[src/rtl/dma_chan_pkg.sv]
package dma_chan_pkg;
  localparam int unsigned BIT_PEND    = 0;
  localparam int unsigned BIT_IEN     = 4;
  localparam int unsigned BIT_TOGGLE  = 6;
  localparam int unsigned BIT_RESET   = 7;
  localparam int unsigned BIT_TO_MEM  = 8;
  localparam int unsigned BIT_LOADED  = 26;
  localparam int unsigned VER_LSB     = 28;
  localparam logic [3:0]  VER_NIBBLE  = 4'hA;
  localparam int unsigned IDX_LSB     = 2;
endpackage

[src/rtl/dma_ctrl_rewrite.sv]
module dma_ctrl_rewrite
  import dma_chan_pkg::*;
#(
  parameter int unsigned DATA_W = 32
) (
  input  logic [DATA_W-1:0] raw,
  output logic [DATA_W-1:0] stored,
  output logic              reset_req
);
  logic [DATA_W-1:0] mid;

  always_comb begin
    mid       = raw;
    reset_req = raw[BIT_RESET];
    if (!raw[BIT_RESET]) begin
      if (raw[BIT_TOGGLE]) begin
        mid[BIT_TOGGLE] = 1'b0;
      end else if (raw == '0) begin
        mid[BIT_TOGGLE] = 1'b1;
      end
    end
    stored = mid;
    stored[DATA_W-1:VER_LSB] = VER_NIBBLE;
  end
endmodule

[src/rtl/dma_aux_regs.sv]
module dma_aux_regs #(
  parameter int unsigned DATA_W   = 32,
  parameter int unsigned NUM_REGS = 4,
  localparam int unsigned IDX_W   = $clog2(NUM_REGS)
) (
  input  logic                           clk,
  input  logic                           rst,
  input  logic                           wr,
  input  logic [IDX_W-1:0]               idx,
  input  logic [DATA_W-1:0]              wdata,
  input  logic                           clear,
  output logic [NUM_REGS-1:0][DATA_W-1:0] q
);
  assign q[0] = '0;

  for (genvar i = 1; i < NUM_REGS; i++) begin : g_reg
    logic [DATA_W-1:0] r;
    always_ff @(posedge clk) begin
      if (rst || clear) begin
        r <= '0;
      end else if (wr && idx == IDX_W'(i)) begin
        r <= wdata;
      end
    end
    assign q[i] = r;
  end
endmodule

[src/rtl/dma_irq_out.sv]
module dma_irq_out (
  input  logic clk,
  input  logic rst,
  input  logic pend_next,
  input  logic en_next,
  output logic irq
);
  always_ff @(posedge clk) begin
    if (rst) begin
      irq <= 1'b0;
    end else begin
      irq <= pend_next & en_next;
    end
  end
endmodule

[src/rtl/dma_chan_regs.sv]
module dma_chan_regs
  import dma_chan_pkg::*;
#(
  parameter int unsigned ADDR_W   = 4,
  parameter int unsigned DATA_W   = 32,
  parameter int unsigned NUM_REGS = 4
) (
  input  logic              clk,
  input  logic              rst,
  input  logic              bus_wr,
  input  logic              bus_rd,
  input  logic [ADDR_W-1:0] bus_addr,
  input  logic [DATA_W-1:0] bus_wdata,
  output logic [DATA_W-1:0] bus_rdata,
  output logic              bus_rvalid,
  input  logic              dev_irq_set,
  output logic              irq_o,
  output logic              dev_reset_o,
  output logic              xfer_to_mem_o
);
  localparam int unsigned IDX_W = $clog2(NUM_REGS);

  logic [IDX_W-1:0]              idx;
  logic [DATA_W-1:0]             ctrl_q, ctrl_d, ctrl_wval;
  logic                          reset_req;
  logic                          wr_ctrl, wr_addr, chan_clear;
  logic [NUM_REGS-1:0][DATA_W-1:0] aux_q;

  assign idx     = bus_addr[IDX_LSB +: IDX_W];
  assign wr_ctrl = bus_wr && idx == '0;
  assign wr_addr = bus_wr && idx == IDX_W'(1);

  dma_ctrl_rewrite #(.DATA_W(DATA_W)) u_rewrite (
    .raw       (bus_wdata),
    .stored    (ctrl_wval),
    .reset_req (reset_req)
  );

  assign chan_clear = wr_ctrl && reset_req;

  always_comb begin
    ctrl_d = ctrl_q;
    if (wr_ctrl) ctrl_d = ctrl_wval;
    if (wr_addr) ctrl_d[BIT_LOADED] = 1'b1;
    if (dev_irq_set) ctrl_d[BIT_PEND] = 1'b1;
  end

  always_ff @(posedge clk) begin
    if (rst) begin
      ctrl_q      <= '0;
      dev_reset_o <= 1'b0;
    end else begin
      ctrl_q      <= ctrl_d;
      dev_reset_o <= chan_clear;
    end
  end

  dma_aux_regs #(.DATA_W(DATA_W), .NUM_REGS(NUM_REGS)) u_aux (
    .clk   (clk),
    .rst   (rst),
    .wr    (bus_wr && idx != '0),
    .idx   (idx),
    .wdata (bus_wdata),
    .clear (chan_clear),
    .q     (aux_q)
  );

  dma_irq_out u_irq (
    .clk       (clk),
    .rst       (rst),
    .pend_next (ctrl_d[BIT_PEND]),
    .en_next   (ctrl_d[BIT_IEN]),
    .irq       (irq_o)
  );

  always_ff @(posedge clk) begin
    if (rst) begin
      bus_rdata  <= '0;
      bus_rvalid <= 1'b0;
    end else begin
      bus_rvalid <= bus_rd;
      if (bus_rd) bus_rdata <= (idx == '0) ? ctrl_q : aux_q[idx];
    end
  end

  assign xfer_to_mem_o = ctrl_q[BIT_TO_MEM];
endmodule

[config.mk]
export PLATFORM = sky130hd
export DESIGN_NAME = dma_chan_regs
export DESIGN_NICKNAME = d
export VERILOG_FILES = /design/src/rtl/dma_chan_pkg.sv /design/src/rtl/dma_ctrl_rewrite.sv /design/src/rtl/dma_aux_regs.sv /design/src/rtl/dma_irq_out.sv /design/src/rtl/dma_chan_regs.sv
export SDC_FILE = /design/constraint.sdc
export NUM_CORES = 1
export LEC_CHECK = 0
export ABC_AREA = 1
export BUFFER_PORTS_ARGS = -buffer_cell sky130_fd_sc_hd__buf_4
export CAP_MARGIN = 20
export CORE_ASPECT_RATIO = 1.25
export CORE_MARGIN = 10
export CORE_UTILIZATION = 50
export DETAILED_ROUTE_END_ITERATION = 8
export GPL_TIMING_DRIVEN = 0
export PLACE_DENSITY = 0.76
export SLEW_MARGIN = 20
export SYNTH_ARGS = -nofsm -noshare
export SYNTH_HDL_FRONTEND = slang
export SYNTH_SLANG_ARGS = --single-unit
[constraint.sdc]
create_clock -name clk -period 1.2 [get_ports clk]
set_input_delay 0.12 -clock clk [delete_from_list [all_inputs] [get_ports clk]]
set_output_delay 0.12 -clock clk [all_outputs]
set_load 0.05 [all_outputs]
======== Word level (Yosys, flattened, before mapping) ========
Index checks and enable logic that the tools add are counted.
word-level totals
  bits in registers ....................... 160
  latch bits .............................. 0
  RAM bits ................................ 0
  ROM bits ................................ 0
  bits of input ports ..................... 41
  output and inout bits ................... 36
  logic and storage cells ................. 36
  memories kept ........................... 0
cells by class
  $add $sub $neg .......................... 0
  multiply operators ...................... 0
  div/mod/pow operators ................... 0
  $lt $le $gt $ge ......................... 1
  eq/ne operators ......................... 3
  shifts and indexed selects .............. 0
  multiplexer cells ....................... 9
  bitwise operators ....................... 1
  reductions and logical operators ........ 12
operator list
  kind                count
  $bmux 32 s2         1
  $mux 32             2
  $logic_not 32->1    1
  $mux 27             1
  $logic_and 1x1->1   7
  $mux 1              5
  $eq 2x2->1 const B  2
  $reduce_bool 2->1   2
  $lt 2x3->1 const B  1
  $eq 2x1->1 const B  1
  $logic_not 2->1     1
  $and 1x1->1         1
  $logic_or 1x1->1    1

======== Longest topological paths before layout ========
  word-level depth ........................ 7
  gate-level depth with buffers ........... 8
  depth with buffers taken out ............ 7

======== Hierarchy ========
Synthesis repeated with hierarchy kept, for this count alone.
second synthesis, totals
  cell total of the unflattened synthesis .. 1,284
  area, all modules ....................... 8,141.6 um2
by module, submodules not included
  module            instances  cells each  area each (um2)  seq. area each (um2)
  dma_aux_regs      1          643         4,154.0          1,921.8
  dma_chan_regs     1          572         3,588.4          1,321.3
  dma_ctrl_rewrite  1          66          369.1            0.0
  dma_irq_out       1          3           30.0             20.0

======== Least setup slack after synthesis ========
Ideal clock, no wire load.
  path kind ............................... input to register
  start ................................... in bus_rd
  end ..................................... reg bus_rdata[11]
  library setup time ...................... 0.119 ns
  arrival time ............................ 1.032 ns
  data required time ...................... 1.081 ns
  path slack .............................. 0.049 ns
  stages .................................. 7
  path buffers ............................ 2
  path through ............................ clkbuf_1 -> inv_1 -> nor2_1 -> inv_2 -> clkbuf_1 -> a211oi_1 -> nor2_1
RTL lines
  what                    RTL line             RTL
  start: declaration      dma_chan_regs.sv:11  input logic bus_rd,
  end signal: assignment  dma_chan_regs.sv:82  if (bus_rd) bus_rdata <= (idx == '0) ? ctrl_q : aux_q[idx];
  end: declaration        dma_chan_regs.sv:14  output logic [DATA_W-1:0] bus_rdata,

======== Final worst setup path ========
  start ................................... reg bus_rdata[23]
  end ..................................... out bus_rdata[23]
No word-level cell between the ends.

==> run metrics <==
Clock Path Buffers 2; Critical Path, Cell by Cell buf_4; Port-buffer cells 73; syn nets 898; GRT overflow 0; RSZ-0062 raised after global routing false; top_reg_cell synth dfxtp_1; Final Hold Fails 0; CP delay by family, top flip-flops; Lkg Pwr 3.18 nW; initial antenna violation count 0; async set or reset register ratio after synthesis 0; DP Worst Slack -0.624 ns; Worst setup SP type register; Most Crowded Layer GR met2; post-synth top area cell dfxtp_1; share of layout cells above drive strength 1 0.152; CTS root buf clkbuf_16; clk_lat worst skew 0.44 ns; CTS tree done; Initial Util 0.507; placed insts 1098; drt drc 0; Die Area 17800 sq um; DR iter-0 viols 710; CTS H-tree depth 4; DRT Pass-1 Iters 6; number of diodes 0; cell count after synthesis 857; GP Congestion 0.906; top-area cell type share of the netlist area 0.499; post-synthesis register bit count 160; Syn Std Cell Area 6420 sq um; clock skew 0.00929 ns; Detailed Place HPWL 14.1 mm; total clock sinks 160; M2 GR Usage 0.371; fmax 866 MHz; # Max-Cap Violations 0; Critical Path Slowest Stage Cell dfxtp_1; Ports 77; Layout Cells excl Fill 1166; largest net degree at the start of global routing 17; Final Max Tran Viols 0; Crit path buffers/inverters 1; synth warn 0; vias in the first global route 6167; Fill cells 1142; Routed Antenna Nets 0; critical path class reg2out; worst-path fanout max 2; cts bufs inserted 17; vias post-DR 6532; Avg Cell Area, Syn 7.49 sq um; PD cells 1530 nW/um^2; run status finished clean; Die Y 147 um; grt met1 use 0.286; Die X 121 um; crit-path max cell delay 0.38 ns; setup tns final 0 ns; final cycle utilization of the critical path 0.962; peak supply drop 816 uV; Final nets 1027; normalized max-slew margin 0.474; Hold WC Path Type in2reg; core region area 12700 sq um; via/cell ratio 5.60; area grow syn2layout 26.6%; Post-synth top cells nand2_1 (241), dfxtp_1 (160), a21oi_1 (111), nor2_1 (89), nand3_1 (78); CP arrival 1.03 ns; Tmin final 1.15 ns; most numerous cell in the Yosys netlist nand2_1; grt met3 use 0.0718; first-pass GRT wire length 32.9 mm; EDFF count, synth 0; sequential-to-total area share from yosys stat 0.499; Clock transition at path regs 0.06 ns; Synth area leaders dfxtp_1 (50%), nand2_1 (14%), a21oi_1 (8.7%), nand3_1 (6.1%), nor2_1 (5.2%); drt total wl 21.4 mm; Total GRT Usage 0.235; worst slew pin tran 0.789 ns; share of the core filled with cells 0.642; Hold Worst Slack 0.139 ns; Worst setup EP type output port; final setup fails 0; Final WS setup 0.0451 ns; count of different cell masters after synthesis 23; wire per inst 18.3 um; number of core rows 46; worst path required time 1.08 ns
report_power, final:
group / switching, mW / internal [mW] / total, mW
logic: 1.07 / 0.542 / 1.61
clock network: 2.20 / 2.93 / 5.12
registers: 0.118 / 5.53 / 5.65
total: 3.39 / 9.00 / 12.4
kinds of logic (layout without fill, tap and decap cells):
family | after synthesis | after routing | synth area share
buffers and inverters | 85 | 226 | 0.0591
AND/OR/NAND/NOR | 413 | 413 | 0.260
AO/OA/AOI/OAI | 199 | 199 | 0.182
flip-flops | 160 | 160 | 0.499
stage by stage:
step	instance area (sq um)	power (mW)
after floorplan	6420	6.64
after global placement	7180	7.22
after detailed placement	7180	7.24
after CTS	8070	12.3
after global routing	8120	12.8
final	8120	12.4
repair_timing:
action	4_1_cts	5_1_grt
pin swaps	0	4
hold endpoints to repair	101	0
gates resized for setup	3	13
hold buffers	34	0
cloned	0	0
buffers inserted	0	3
endpoints found under the setup margin	34	80
flip-flops by register name, summed over array words and instances (netlist names):
name	flops
u_aux.g.r	96
bus_rvalid	1
u_irq.irq	1
ctrl_q	29
bus_rdata	32
dev_reset_o	1
worst register-to-register path, cell delays in order, from the launching register on:
cell and delay (ns):
dfxtp_1 0.31, inv_1 0.05, a211oi_1 0.40, o21a_1 0.18
final cells by class:
type	count	area (sq um)	area share
clock buffers	20	457	0.0562
well taps	168	210	0.0259
multi-input cells	612	2870	0.353
flip-flops and latches	160	3200	0.394
plain buffers	64	308	0.0379
inverters	21	78.8	0.00970
clock inverters	11	91.3	0.0112
repair buffers	110	911	0.112
cells in the final DEF (no fill, tap or decap), types with 4 or more instances in the layout:
| cell | instances |
|---|---|
| nand2_1 | 240 |
| dfxtp_1 | 160 |
| a21oi_1 | 111 |
| nor2_1 | 82 |
| nand3_1 | 78 |
| buf_4 | 77 |
| clkbuf_1 | 35 |
| dlygate4sd3_1 | 34 |
| o21ai_0 | 29 |
| o221ai_1 | 22 |
| a211oi_1 | 22 |
| buf_2 | 18 |
| clkbuf_16 | 17 |
| inv_1 | 15 |
| nor2_2 | 7 |
| o21a_1 | 6 |
| clkinv_2 | 6 |
| inv_2 | 5 |
| o211ai_1 | 5 |
| buf_6 | 5 |
| nand2_2 | 4 |
per-layer routing:
layer / vias to the layer above / wire length [um]
li1: 3128 / -
met1: 2980 / 8560
met2: 353 / 10200
met3: 71 / 1840
met4: 0 / 761
met5: - / 0
path summary, 6_finish.rpt:
check / from / end / slack (ns) / cells past startpoint
min: bus_wr / u_aux.g_reg[1].r[0] / 0.14 / 4
min reg2reg: u_aux.g_reg[3].r[9] / u_aux.g_reg[3].r[9] / 0.46 / 2
max reg2reg: ctrl_q[4] / u_irq.irq / 0.20 / 3
max: bus_rdata[23] / bus_rdata[23] / 0.05 / 1
Note: power is estimated with default switching activity, not from simulation.
